==> config.mk <==
export PLATFORM = sky130hd
export DESIGN_NAME = ser_ctl_rx
export DESIGN_NICKNAME = d
export VERILOG_FILES = /design/src/rtl/ctl_pkg.sv /design/src/rtl/ctl_sync.sv /design/src/rtl/ctl_frame_rx.sv /design/src/rtl/ctl_word_reg.sv /design/src/rtl/ser_ctl_rx.sv
export SDC_FILE = /design/constraint.sdc
export NUM_CORES = 1
export LEC_CHECK = 0
export CORE_AREA = 2 2 50 52
export CTS_BUF_LIST = sky130_fd_sc_hd__clkbuf_2 sky130_fd_sc_hd__clkbuf_4 sky130_fd_sc_hd__clkbuf_8
export CTS_CLUSTER_DIAMETER = 80
export DETAILED_ROUTE_END_ITERATION = 7
export DIE_AREA = 0 0 52 54
export GPL_ROUTABILITY_DRIVEN = 0
export PLACE_DENSITY = 0.77
export SYNTH_ARGS = -nofsm -noshare
export SYNTH_HDL_FRONTEND = slang
export SYNTH_HIERARCHICAL = 1
export SYNTH_SLANG_ARGS = --single-unit
==> constraint.sdc <==
create_clock -name clk -period 2.6 [get_ports clk]
set_input_delay 0.52 -clock clk [delete_from_list [all_inputs] [get_ports clk]]
set_output_delay 0.52 -clock clk [all_outputs]
set_load 0.02 [all_outputs]
==> src/rtl/ctl_pkg.sv <==
package ctl_pkg;
  localparam int CTL_ADDR_W = 3;

  typedef struct packed {
    logic [CTL_ADDR_W-1:0] addr;
    logic                  swstart;
    logic                  standby;
    logic                  twos;
  } ctl_word_t;

  localparam int CTL_WORD_W = $bits(ctl_word_t);
endpackage

==> src/rtl/ctl_sync.sv <==
module ctl_sync #(
  parameter int              WIDTH   = 1,
  parameter int              STAGES  = 2,
  parameter logic [WIDTH-1:0] RST_VAL = '0
) (
  input  logic             clk,
  input  logic             rst_n,
  input  logic [WIDTH-1:0] d,
  output logic [WIDTH-1:0] q
);
  logic [WIDTH-1:0] stg [STAGES];

  for (genvar i = 0; i < STAGES; i++) begin : g_stage
    if (i == 0) begin : g_first
      always_ff @(posedge clk or negedge rst_n)
        if (!rst_n) stg[i] <= RST_VAL;
        else        stg[i] <= d;
    end else begin : g_next
      always_ff @(posedge clk or negedge rst_n)
        if (!rst_n) stg[i] <= RST_VAL;
        else        stg[i] <= stg[i-1];
    end
  end

  assign q = stg[STAGES-1];
endmodule

==> src/rtl/ctl_frame_rx.sv <==
module ctl_frame_rx #(
  parameter int WORD_W = 6
) (
  input  logic              clk,
  input  logic              rst_n,
  input  logic              sclk_s,
  input  logic              frame_s,
  input  logic              din_s,
  output logic              done,
  output logic [WORD_W-1:0] word,
  output logic              short_end
);
  localparam int               CNT_W = $clog2(WORD_W + 1);
  localparam logic [CNT_W-1:0] LAST  = CNT_W'(WORD_W - 1);
  localparam logic [CNT_W-1:0] FULL  = CNT_W'(WORD_W);

  logic              sclk_d, frame_d;
  logic [CNT_W-1:0]  cnt;
  logic [WORD_W-1:0] shreg;
  logic              fall, rise, in_frame, take;

  assign fall     = sclk_d & ~sclk_s;
  assign rise     = ~frame_d & frame_s;
  assign in_frame = ~frame_s;
  assign take     = fall & in_frame & (cnt < FULL);

  always_ff @(posedge clk or negedge rst_n) begin
    if (!rst_n) begin
      sclk_d  <= 1'b1;
      frame_d <= 1'b1;
      cnt     <= '0;
      shreg   <= '0;
    end else begin
      sclk_d  <= sclk_s;
      frame_d <= frame_s;
      if (!in_frame) begin
        cnt <= '0;
      end else if (take) begin
        cnt   <= cnt + 1'b1;
        shreg <= {shreg[WORD_W-2:0], din_s};
      end
    end
  end

  // Bits arrive MSB first, so the first bit ends up in the top position.
  assign word      = {shreg[WORD_W-2:0], din_s};
  assign done      = take & (cnt == LAST);
  assign short_end = rise & (cnt < FULL);
endmodule

==> src/rtl/ctl_word_reg.sv <==
module ctl_word_reg
  import ctl_pkg::*;
(
  input  logic      clk,
  input  logic      rst_n,
  input  logic      ser_done,
  input  ctl_word_t ser_word,
  input  logic      ser_short,
  input  logic      par_we,
  input  logic      par_addr_en,
  input  ctl_word_t par_word,
  output ctl_word_t ctl,
  output logic      commit,
  output logic      commit_addr,
  output logic      abort,
  output logic      conv_req
);
  always_ff @(posedge clk or negedge rst_n) begin
    if (!rst_n) begin
      ctl         <= '0;
      commit      <= 1'b0;
      commit_addr <= 1'b0;
      abort       <= 1'b0;
      conv_req    <= 1'b0;
    end else begin
      commit      <= 1'b0;
      commit_addr <= 1'b0;
      abort       <= 1'b0;
      conv_req    <= 1'b0;
      if (ser_done) begin
        ctl         <= ser_word;
        commit      <= 1'b1;
        commit_addr <= 1'b1;
        conv_req    <= ser_word.swstart;
      end else if (ser_short) begin
        abort    <= 1'b1;
        conv_req <= ctl.swstart;
      end else if (par_we) begin
        ctl.addr    <= par_addr_en ? par_word.addr : ctl.addr;
        ctl.swstart <= par_word.swstart;
        ctl.standby <= par_word.standby;
        ctl.twos    <= par_word.twos;
        commit      <= 1'b1;
        commit_addr <= par_addr_en;
        conv_req    <= par_word.swstart;
      end
    end
  end
endmodule

==> src/rtl/ser_ctl_rx.sv <==
module ser_ctl_rx
  import ctl_pkg::*;
#(
  parameter int SYNC_STAGES = 2
) (
  input  logic                  clk,
  input  logic                  rst_n,
  input  logic                  ser_clk,
  input  logic                  frame_n,
  input  logic                  ser_din,
  input  logic                  par_we,
  input  logic                  par_addr_en,
  input  logic [CTL_WORD_W-1:0] par_data,
  output logic [CTL_ADDR_W-1:0] ctl_addr,
  output logic                  ctl_swstart,
  output logic                  ctl_standby,
  output logic                  ctl_twos,
  output logic                  commit_pulse,
  output logic                  commit_addr_wr,
  output logic                  abort_pulse,
  output logic                  conv_req
);
  logic [2:0]            sync_q;
  logic                  done, short_end;
  logic [CTL_WORD_W-1:0] word;
  ctl_word_t             ctl;

  // Bus order {data, strobe, clock}; strobe and clock idle high.
  ctl_sync #(.WIDTH(3), .STAGES(SYNC_STAGES), .RST_VAL(3'b011)) sync_i (
    .clk(clk), .rst_n(rst_n),
    .d({ser_din, frame_n, ser_clk}),
    .q(sync_q)
  );

  ctl_frame_rx #(.WORD_W(CTL_WORD_W)) frame_i (
    .clk(clk), .rst_n(rst_n),
    .sclk_s(sync_q[0]), .frame_s(sync_q[1]), .din_s(sync_q[2]),
    .done(done), .word(word), .short_end(short_end)
  );

  ctl_word_reg reg_i (
    .clk(clk), .rst_n(rst_n),
    .ser_done(done), .ser_word(ctl_word_t'(word)), .ser_short(short_end),
    .par_we(par_we), .par_addr_en(par_addr_en),
    .par_word(ctl_word_t'(par_data)),
    .ctl(ctl), .commit(commit_pulse), .commit_addr(commit_addr_wr),
    .abort(abort_pulse), .conv_req(conv_req)
  );

  assign ctl_addr    = ctl.addr;
  assign ctl_swstart = ctl.swstart;
  assign ctl_standby = ctl.standby;
  assign ctl_twos    = ctl.twos;
endmodule

==> reports/metrics.csv <==
metric;value;unit
end_kind;flip-flop;
synth_enable_flop_cells;0;
postSynth.asyncResetShare;100;%
final_layout_size_suffix_gt1_share;35.0;%
viasPerCell;4.84;
clock_insertion_delay_worst_skew;310;ps
grt_overflow_total;0;
cts_made_buffers;3;
design.die.area;2810;um^2
syn_nets;93;
drtIter0Drc;0;
worst_clock_skew;7.91;ps
netlist_instances;78;
initial_utilization;48.1;%
worst_r2r_startpoint;frame_i/cnt[2];
timing.critical_path.required;2810;ps
cellPowerDensity;636;nW/um^2
timing.critical_path.slowest_stage_cell;sky130_fd_sc_hd__or3_1;
final_design_area_no_fill;1370;um^2
worst-slew-pin-transition;466;ps
rr_worst_depth;6;
path_buf_inv;1;
netlist_area;1110;um^2
slew_violations;0;
numPortBuffers;22;
timing.reg2reg.setup_slack;390;ps
number_of_clock_sinks;26;
holdBufCountCts;0;
crit_top_cell;sky130_fd_sc_hd__mux2_2;
run_status;complete, no violations;
min_delay_worst_endpoint;sync_i/q[1];
post_cts_buffers;0;
crit_family;simple AND/OR/NAND/NOR gates;
final_setup_tns;0;ps
finalNetCount;116;
floorplan.rows;18;
cts-root-buf;sky130_fd_sc_hd__clkbuf_4;
core-area;2320;um^2
post-route-min-period;2210;ps
crit_chain;and2_4, or3_1, nor2_1, buf_4, mux2_2, mux2_2;
cells_after_dpl;126;
worst_slew_margin_rel;68.8;%
worst_path_largest_cell_delay;500;ps
final_core_utilization;59.1;%
die-height;54;um
hold_ws;365;ps
ys_warn_count;6;
min_delay_path_depth;0;
finalHoldViolCount;0;
cell_leakage_power;0.609;nW
routed_wirelength;1.59;mm
drt_pass1_iterations;1;
n_antenna_cell;0;
drv_cap;0;
path_max_fanout;11;
synth.lib_cells_used.distinct;25;
synth_top_flop_cell;sky130_fd_sc_hd__dfrtp_1;
stdcell_count;130;
criticalPathCategory;flip-flop to flip-flop;
postPlaceCellArea;1340;um^2
grtUsageTotal;13.3;%
vias;629;
cts-root-to-sink-buffers;2;
fin_crit_sh;85.1;%
holdCritPathClass;flip-flop to flip-flop;
detail_route.drc_violations;0;
htreeDepth;1;
final-setup-viol-count;0;
fmax;452;MHz
syn2layout_area_growth;23.0;%
rr_endpoint;reg_i/ctl[5];
setup_ws;388;ps
seq_total_area_yosys;59.0;%
vdd_ir_drop_max;0.000366;V
cts_tree;yes;
routedWlPerCell;12.3;um
power.total;873;uW
place_hpwl;1.19;mm
pre_cts_ws;401;ps
critPathLaunchType;flip-flop;
postSynthRegisterBits;26;
postRouteAntennaNets;0;
vias_in_the_first_global_route;624;
path_clk_slew;140;ps
timing.critical_path.arrival;2420;ps
fp.dieW;52;um
initial_antenna_violation_count;0;
cts_repair_resize_count;0;
hold_path.startpoint;sync_i/stg[4];
rsz_0062_raised_after_global_routing;no;
io_pins;23;
grt_first_pass_wirelength;2.68;mm
grt_max_degree;27;
synth.avg_cell_area;14.3;um^2
[cell type report]
class / count / area [um^2]
flip-flops and latches: 26 / 658
multi-input cells: 42 / 389
clock buffers: 4 / 36.3
inverters: 4 / 15.0
repair buffers: 24 / 235
fillers: 191 / 948
well taps: 30 / 37.5
[how the worst max path moves through the flow]
stage                   end      startpoint  slack [ps]  cells after the start
5_1_grt        reg_i/ctl[5]  frame_i/cnt[2]         290                      6
2_1_floorplan  reg_i/ctl[3]     sync_i/q[0]         520                      8
6_report       reg_i/ctl[5]  frame_i/cnt[2]         390                      6
4_1_cts        reg_i/ctl[5]  frame_i/cnt[2]         370                      6
3_3_place_gp   reg_i/ctl[5]  frame_i/cnt[2]         500                      6
3_5_place_dp   reg_i/ctl[5]  frame_i/cnt[2]         400                      6
[layer usage]
layer | track usage, % | up-vias | routed length [um]
met5 | 0 | - | 0
met4 | 6.58 | 0 | 0
met3 | 2.50 | 0 | 89
met2 | 22.8 | 18 | 770
met1 | 16.0 | 305 | 733
li1 | - | 306 | -
[sequential cells by signal, summed over array words and instances, names as in the netlist]
register	count
reg_i/conv_req	1
sync_i/q	3
sync_i/stg	3
frame_i/frame_d	1
frame_i/sclk_d	1
frame_i/shreg	5
frame_i/cnt	3
reg_i/commit	1
reg_i/ctl	6
reg_i/abort	1
reg_i/commit_addr	1
[worst reg2reg max path: cells and delay by family (launching register included)]
kind | cells | cell delay (ps)
buffers and inverters | 1 | 210
muxes | 2 | 600
DFF | 1 | 430
and+or+nand+nor | 3 | 860
[power breakdown]
part           switching (mW)  internal (mW)
combinational          0.0621          0.112
clock                   0.111         0.0855
sequential             0.0379          0.464
total                   0.211          0.662
[cells in the final DEF, fill, tap and decap left out, drive strengths merged]
| cell | netlist | routed |
|---|---|---|
| nand2 | 2 | 2 |
| ha | 2 | 2 |
| a22oi | 1 | 1 |
| and4 | 1 | 1 |
| inv | 4 | 4 |
| buf | 6 | 2 |
| a21oi | 4 | 4 |
| or3 | 2 | 2 |
| nor2 | 2 | 2 |
| mux2 | 16 | 16 |
| nor2b | 3 | 3 |
| nor3b | 1 | 1 |
| dfstp | 6 | 6 |
| dfrtp | 20 | 20 |
| clkbuf | 0 | 4 |
| clkdlybuf4s50 | 0 | 22 |
| nand2b | 2 | 2 |
| and2 | 1 | 1 |
| o21ai | 4 | 4 |
| nor3 | 1 | 1 |
[logic make-up (layout without fill, tap and decap cells)]
kind of cell    after synthesis  after routing  share of synthesized area [%]
flops                        26             26                           59.0
buf+inv                      10             32                           6.06
simple gates                 15             15                           8.87
mux                          16             16                           19.2
fa+ha+maj                     2              2                           2.24
compound gates                9              9                           4.60
[cell usage after synthesis, types with 2 or more instances]
library cell	instances	area [um^2]
sky130_fd_sc_hd__dfrtp_1	20	500
sky130_fd_sc_hd__buf_6	2	22.5
sky130_fd_sc_hd__buf_4	4	30.0
sky130_fd_sc_hd__ha_1	2	25.0
sky130_fd_sc_hd__inv_1	4	15.0
sky130_fd_sc_hd__dfstp_2	6	158
sky130_fd_sc_hd__nor2b_1	2	12.5
sky130_fd_sc_hd__mux2_4	9	135
sky130_fd_sc_hd__o21ai_0	4	20.0
sky130_fd_sc_hd__a21oi_1	3	15.0
sky130_fd_sc_hd__nand2_1	2	7.51
sky130_fd_sc_hd__mux2_2	7	78.8
Power figures use the tool's default switching activity.
